[src/rtl/frac_baud_pkg.sv]
package frac_baud_pkg;

  typedef enum logic [1:0] {
    RATE_REF   = 2'd0,
    RATE_THIRD = 2'd1,
    RATE_FRAC  = 2'd2
  } rate_mode_e;

endpackage

[src/rtl/baud_cfg_hold.sv]
module baud_cfg_hold #(
  parameter int INT_W   = 14,
  parameter int FRAC_W  = 3,
  parameter int RST_INT = 16
) (
  input  logic              clk,
  input  logic              rst_n,
  input  logic              load,
  input  logic [INT_W-1:0]  in_int,
  input  logic [FRAC_W-1:0] in_frac,
  input  logic              in_wide,
  output logic [INT_W-1:0]  sel_int,
  output logic [FRAC_W-1:0] sel_frac,
  output logic              sel_wide
);

  logic [INT_W-1:0]  int_q;
  logic [FRAC_W-1:0] frac_q;
  logic              wide_q;

  always_ff @(posedge clk) begin
    if (!rst_n) begin
      int_q  <= INT_W'(RST_INT);
      frac_q <= '0;
      wide_q <= 1'b0;
    end else if (load) begin
      int_q  <= in_int;
      frac_q <= in_frac;
      wide_q <= in_wide;
    end
  end

  // a load arriving on a boundary clock bypasses the hold register
  always_comb begin
    sel_int  = load ? in_int  : int_q;
    sel_frac = load ? in_frac : frac_q;
    sel_wide = load ? in_wide : wide_q;
  end

endmodule

[src/rtl/baud_len_sel.sv]
module baud_len_sel
  import frac_baud_pkg::*;
#(
  parameter int INT_W     = 14,
  parameter int FRAC_W    = 3,
  parameter int LEN_W     = INT_W + 1,
  parameter int THIRD_DIV = 3
) (
  input  logic [INT_W-1:0]  sel_int,
  input  logic [FRAC_W-1:0] sel_frac,
  input  logic              sel_wide,
  input  logic [FRAC_W-1:0] acc_in,
  output logic [LEN_W-1:0]  len_out,
  output logic [FRAC_W-1:0] acc_out
);

  localparam logic [LEN_W-1:0] WIDE_DIV = LEN_W'(1) << INT_W;

  rate_mode_e        mode;
  logic [FRAC_W:0]   sum;
  logic [LEN_W-1:0]  base;

  always_comb begin
    if (sel_int == '0 && !sel_wide)      mode = RATE_REF;
    else if (sel_int == INT_W'(1))       mode = RATE_THIRD;
    else                                 mode = RATE_FRAC;
  end

  always_comb begin
    sum  = {1'b0, acc_in} + {1'b0, sel_frac};
    base = (sel_int == '0) ? WIDE_DIV : LEN_W'(sel_int);
    unique case (mode)
      RATE_REF: begin
        len_out = LEN_W'(1);
        acc_out = acc_in;
      end
      RATE_THIRD: begin
        len_out = LEN_W'(THIRD_DIV);
        acc_out = acc_in;
      end
      default: begin
        len_out = base + LEN_W'(sum[FRAC_W]);
        acc_out = sum[FRAC_W-1:0];
      end
    endcase
  end

endmodule

[src/rtl/baud_tick_ctr.sv]
module baud_tick_ctr #(
  parameter int LEN_W   = 15,
  parameter int FRAC_W  = 3,
  parameter int RST_LEN = 16
) (
  input  logic              clk,
  input  logic              rst_n,
  input  logic              ref_en,
  input  logic [LEN_W-1:0]  next_len,
  input  logic [FRAC_W-1:0] next_acc,
  output logic              tick,
  output logic [LEN_W-1:0]  cnt_q,
  output logic [LEN_W-1:0]  cur_len,
  output logic [FRAC_W-1:0] acc_q
);

  logic boundary;

  assign boundary = ref_en && (cnt_q == cur_len - LEN_W'(1));

  always_ff @(posedge clk) begin
    if (!rst_n) begin
      cnt_q   <= '0;
      cur_len <= LEN_W'(RST_LEN);
      acc_q   <= '0;
      tick    <= 1'b0;
    end else begin
      tick <= boundary;
      if (boundary) begin
        cnt_q   <= '0;
        cur_len <= next_len;
        acc_q   <= next_acc;
      end else if (ref_en) begin
        cnt_q <= cnt_q + LEN_W'(1);
      end
    end
  end

endmodule

[src/rtl/frac_baud_gen.sv]
module frac_baud_gen #(
  parameter int INT_W     = 14,
  parameter int FRAC_W    = 3,
  parameter int THIRD_DIV = 3,
  parameter int RST_INT   = 16
) (
  input  logic              clk,
  input  logic              rst_n,
  input  logic              ref_en,
  input  logic [INT_W-1:0]  cfg_int,
  input  logic [FRAC_W-1:0] cfg_frac,
  input  logic              cfg_wide,
  input  logic              cfg_load,
  output logic              baud_tick
);

  localparam int LEN_W = INT_W + 1;

  logic [INT_W-1:0]  sel_int;
  logic [FRAC_W-1:0] sel_frac;
  logic              sel_wide;
  logic [LEN_W-1:0]  next_len;
  logic [FRAC_W-1:0] next_acc;
  logic [LEN_W-1:0]  cnt_q;
  logic [LEN_W-1:0]  cur_len;
  logic [FRAC_W-1:0] acc_q;

  baud_cfg_hold #(
    .INT_W(INT_W), .FRAC_W(FRAC_W), .RST_INT(RST_INT)
  ) u_hold (
    .clk(clk), .rst_n(rst_n), .load(cfg_load),
    .in_int(cfg_int), .in_frac(cfg_frac), .in_wide(cfg_wide),
    .sel_int(sel_int), .sel_frac(sel_frac), .sel_wide(sel_wide)
  );

  baud_len_sel #(
    .INT_W(INT_W), .FRAC_W(FRAC_W), .LEN_W(LEN_W), .THIRD_DIV(THIRD_DIV)
  ) u_sel (
    .sel_int(sel_int), .sel_frac(sel_frac), .sel_wide(sel_wide),
    .acc_in(acc_q), .len_out(next_len), .acc_out(next_acc)
  );

  baud_tick_ctr #(
    .LEN_W(LEN_W), .FRAC_W(FRAC_W), .RST_LEN(RST_INT)
  ) u_ctr (
    .clk(clk), .rst_n(rst_n), .ref_en(ref_en),
    .next_len(next_len), .next_acc(next_acc),
    .tick(baud_tick), .cnt_q(cnt_q), .cur_len(cur_len), .acc_q(acc_q)
  );

endmodule

[config.mk]
export PLATFORM = sky130hd
export DESIGN_NAME = frac_baud_gen
export DESIGN_NICKNAME = d
export VERILOG_FILES = /design/src/rtl/frac_baud_pkg.sv /design/src/rtl/baud_cfg_hold.sv /design/src/rtl/baud_len_sel.sv /design/src/rtl/baud_tick_ctr.sv /design/src/rtl/frac_baud_gen.sv
export SDC_FILE = /design/constraint.sdc
export NUM_CORES = 1
export LEC_CHECK = 0
export CAP_MARGIN = 20
export CORE_MARGIN = 8
export CORE_UTILIZATION = 53
export DETAILED_ROUTE_END_ITERATION = 16
export GPL_ROUTABILITY_DRIVEN = 0
export PLACE_DENSITY = 0.76
export RECOVER_POWER = 50
export SYNTH_ARGS = -nofsm -noshare
export SYNTH_HDL_FRONTEND = slang
export SYNTH_SLANG_ARGS = --single-unit
[constraint.sdc]
create_clock -name clk -period 3.8 [get_ports clk]
set_input_delay 0.76 -clock clk [delete_from_list [all_inputs] [get_ports clk]]
set_output_delay 0.76 -clock clk [all_outputs]
set_load 0.05 [all_outputs]
==> impl_metrics.yaml <==
drt:
  remaining_drc_errors: 0
  wl_met3_um: 212
  ant_nets: 0
  wl_per_cell_um: 14.1
  vias_per_cell: 5.62
  dr.pass1.iters: 4
  drt_first_iter_violations: 132
  dr.max_layer_used: "met4"
  vias: 2664
  wl_met2_um: 3360
  wl_met1_um: 3100
  wirelength_um: 6710
clocking:
  clk_pin_slew_ns: 0.10
  cts_buffer_depth: 2
  clock_latency_ns: 0.30
  clkSinkCount: 52
  cts_tree: "built"
  post_cts_buffers: 0
  cts-root-buf: "clkbuf_8"
  htree_num_levels: 2
  numCtsBuffers: 5
  cts.repair.resized: 0
  hold_buffers: 0
power_and_ir_drop:
  power_density_mw_per_mm2: 278
  power.internal_mw: 0.749
  combPwrFrac: 0.122
  ir_drop_uv: 142
  p_switching_mw: 0.260
  total_power_mw: 1.01
  p_sw_frac: 0.258
  p_clk_frac: 0.314
  seqPwrFrac: 0.563
  total_leakage_power_nw: 1.49
worst_setup_path:
  rr_worst_depth: 8
  critPathMaxFanout: 4
  crit_type: "input port to register"
  critPathRequiredTime_ns: 4.04
  cp-end-kind: "register"
  startpoint_type: "input port"
  worst_ep_arrival_time_ns: 3.77
place:
  dp.cells: 466
  dp_hpwl_um: 5100
  dp_slack_ns: -0.0984
  dpl_cell_area_sq_mm: 0.00356
  numPortBuffers: 22
synthesis:
  yosys_warnings: 0
  synthCells: 374
  ys_ff_latch: 52
  synthesis.area_per_instance_sq_um: 8.69
  ys_seq_area_frac: 0.320
  mappedNetlistArea_sq_mm: 0.00325
  synth_top_area_frac: 0.320
  yosys.area.top_type: "dfxtp_1"
  ys_types: 58
  syn_nets: 404
  synth.area.top_cells: "dfxtp_1 32%, mux2i_1 10%, xnor2_1 5.9%"
sta:
  fin_ws_ns: 0.272
  holdWs_ns: 0.477
  worst_pin_slew_ns: 0.881
  period_minus_slack_ns: 3.53
  clock_skew_ns: 0.0108
  hold_viol: 0
  fin_crit_sh: 0.929
  setup-tns-final_ns: 0
  finalSetupViolCount: 0
  maxSlewHeadroom: 0.413
  timing.fmax_ghz: 0.283
  report.final.slew_viol_count: 0
  rsz0062_at_grt: "no"
die:
  core_sq_mm: 0.00592
  start_util: 0.549
  io-pin-count: 23
  rows: 28
  fp.dieW_um: 94.3
  die_h_um: 94.3
  die_area_sq_mm: 0.00890
status:
  outcome: "finished clean"
grt:
  grt_start_max_net_pins: 41
  grt_pass1_vias: 2602
  grt_usage: 0.161
  antenna_found_initial: 0
  grt_overflow: 0
  grt_pass1_wl_um: 11900
hold_path:
  holdPathStages: 2
  hp-class: "register to register"
layout:
  antenna_cells: 0
  final_common_cell: "dfxtp_1"
  fillCellCount: 543
  nets: 428
  layout-drive-gt1-share: 0.105
  final_cell_mix: "52 x dfxtp_1, 40 x nand2_1, 34 x nor2_1"
  utilization: 0.613
  syn_to_final_growth_pct: 11.7
  final_cell_area_sq_mm: 0.00363
  fin_cells: 474
run:
  cap_viol_max_count: 0
==> kinds of logic (layout without fill, tap and decap cells) <==
logic type	Yosys count	in the layout	share of synthesized area
AOI/OAI and AO/OA	40	40	0.0912
xor gates and xnor gates	42	42	0.115
adders and majority gates	8	8	0.0331
buffers and inverters	29	54	0.0473
DFF	52	52	0.320
muxes	38	38	0.119
and+or+nand+nor	165	165	0.274
==> critical path: stages <==
cell and delay (ns):
clkdlybuf4s50_1 0.60, mux2i_4 0.27, inv_1 0.06, ha_1 0.28
a21o_1 0.11, a21o_1 0.11, ha_1 0.16, ha_1 0.15
inv_1 0.07, a2111o_1 0.43, or4_1 0.41, nand3_1 0.10
o211ai_1 0.10, mux2i_1 0.15
==> area by class of cell <==
cell class | count | area, sq um | share of cell area
repair buffers | 34 | 303 | 0.0834
well taps | 75 | 93.8 | 0.0258
multi-input cells | 293 | 2060 | 0.567
clock inverters | 2 | 16.3 | 0.00448
clock buffers | 6 | 72.6 | 0.0200
inverters | 12 | 45.0 | 0.0124
flip-flops and latches | 52 | 1040 | 0.287
==> power by group through the flow <==
| stage | Clock (mW) | Combinational (mW) | Sequential [mW] |
|---|---|---|---|
| after detailed placement | 0 | 0.126 | 0.581 |
| after CTS | 0.328 | 0.126 | 0.569 |
| after global placement | 0 | 0.122 | 0.581 |
| after floorplan | 0 | 0.0794 | 0.578 |
| final | 0.317 | 0.123 | 0.569 |
| after global routing | 0.354 | 0.138 | 0.570 |
==> registers in the layout, summed over array words and instances (netlist names) <==
name	count
u_hold.frac_q	3
u_hold.wide_q	1
u_hold.int_q	14
u_ctr.tick	1
u_ctr.cnt_q	15
u_ctr.cur_len	15
u_ctr.acc_q	3
==> routing by layer <==
metal,track usage,up-vias
li1,-,1347
met1,0.199,1283
met2,0.279,28
met3,0.0352,6
met4,0.0317,0
met5,0,-
==> cell usage after synthesis (all sizes together) <==
cell type  instances
a2111o             1
a211oi             2
a21boi             2
a21o               2
a21oi             10
a22oi              1
a31oi              3
a32o               1
a41o               1
and2               6
and3               9
and4               4
and4b              1
buf               11
clkbuf             6
clkinv             1
dfxtp             52
fa                 1
ha                 7
inv               11
mux2               4
mux2i             34
nand2             40
nand2b             3
nand3             13
nand3b             7
nand4              6
nor2              44
nor2b              2
nor3               8
nor3b              2
nor4               9
nor4b              1
o211ai             5
o21ai              9
o22ai              1
o31ai              2
or3                7
or4                3
xnor2             23
xor2              19
==> final timing paths <==
kind,start,to,slack (ns)
setup / recovery,cfg_load,u_ctr.cur_len[8],0.27
hold / removal,u_ctr.acc_q[2],u_ctr.acc_q[2],0.48
setup reg to reg,u_ctr.cur_len[0],u_ctr.cnt_q[3],0.53
hold reg to reg,u_ctr.acc_q[2],u_ctr.acc_q[2],0.48
No activity file was read; power rests on OpenSTA's default activity.
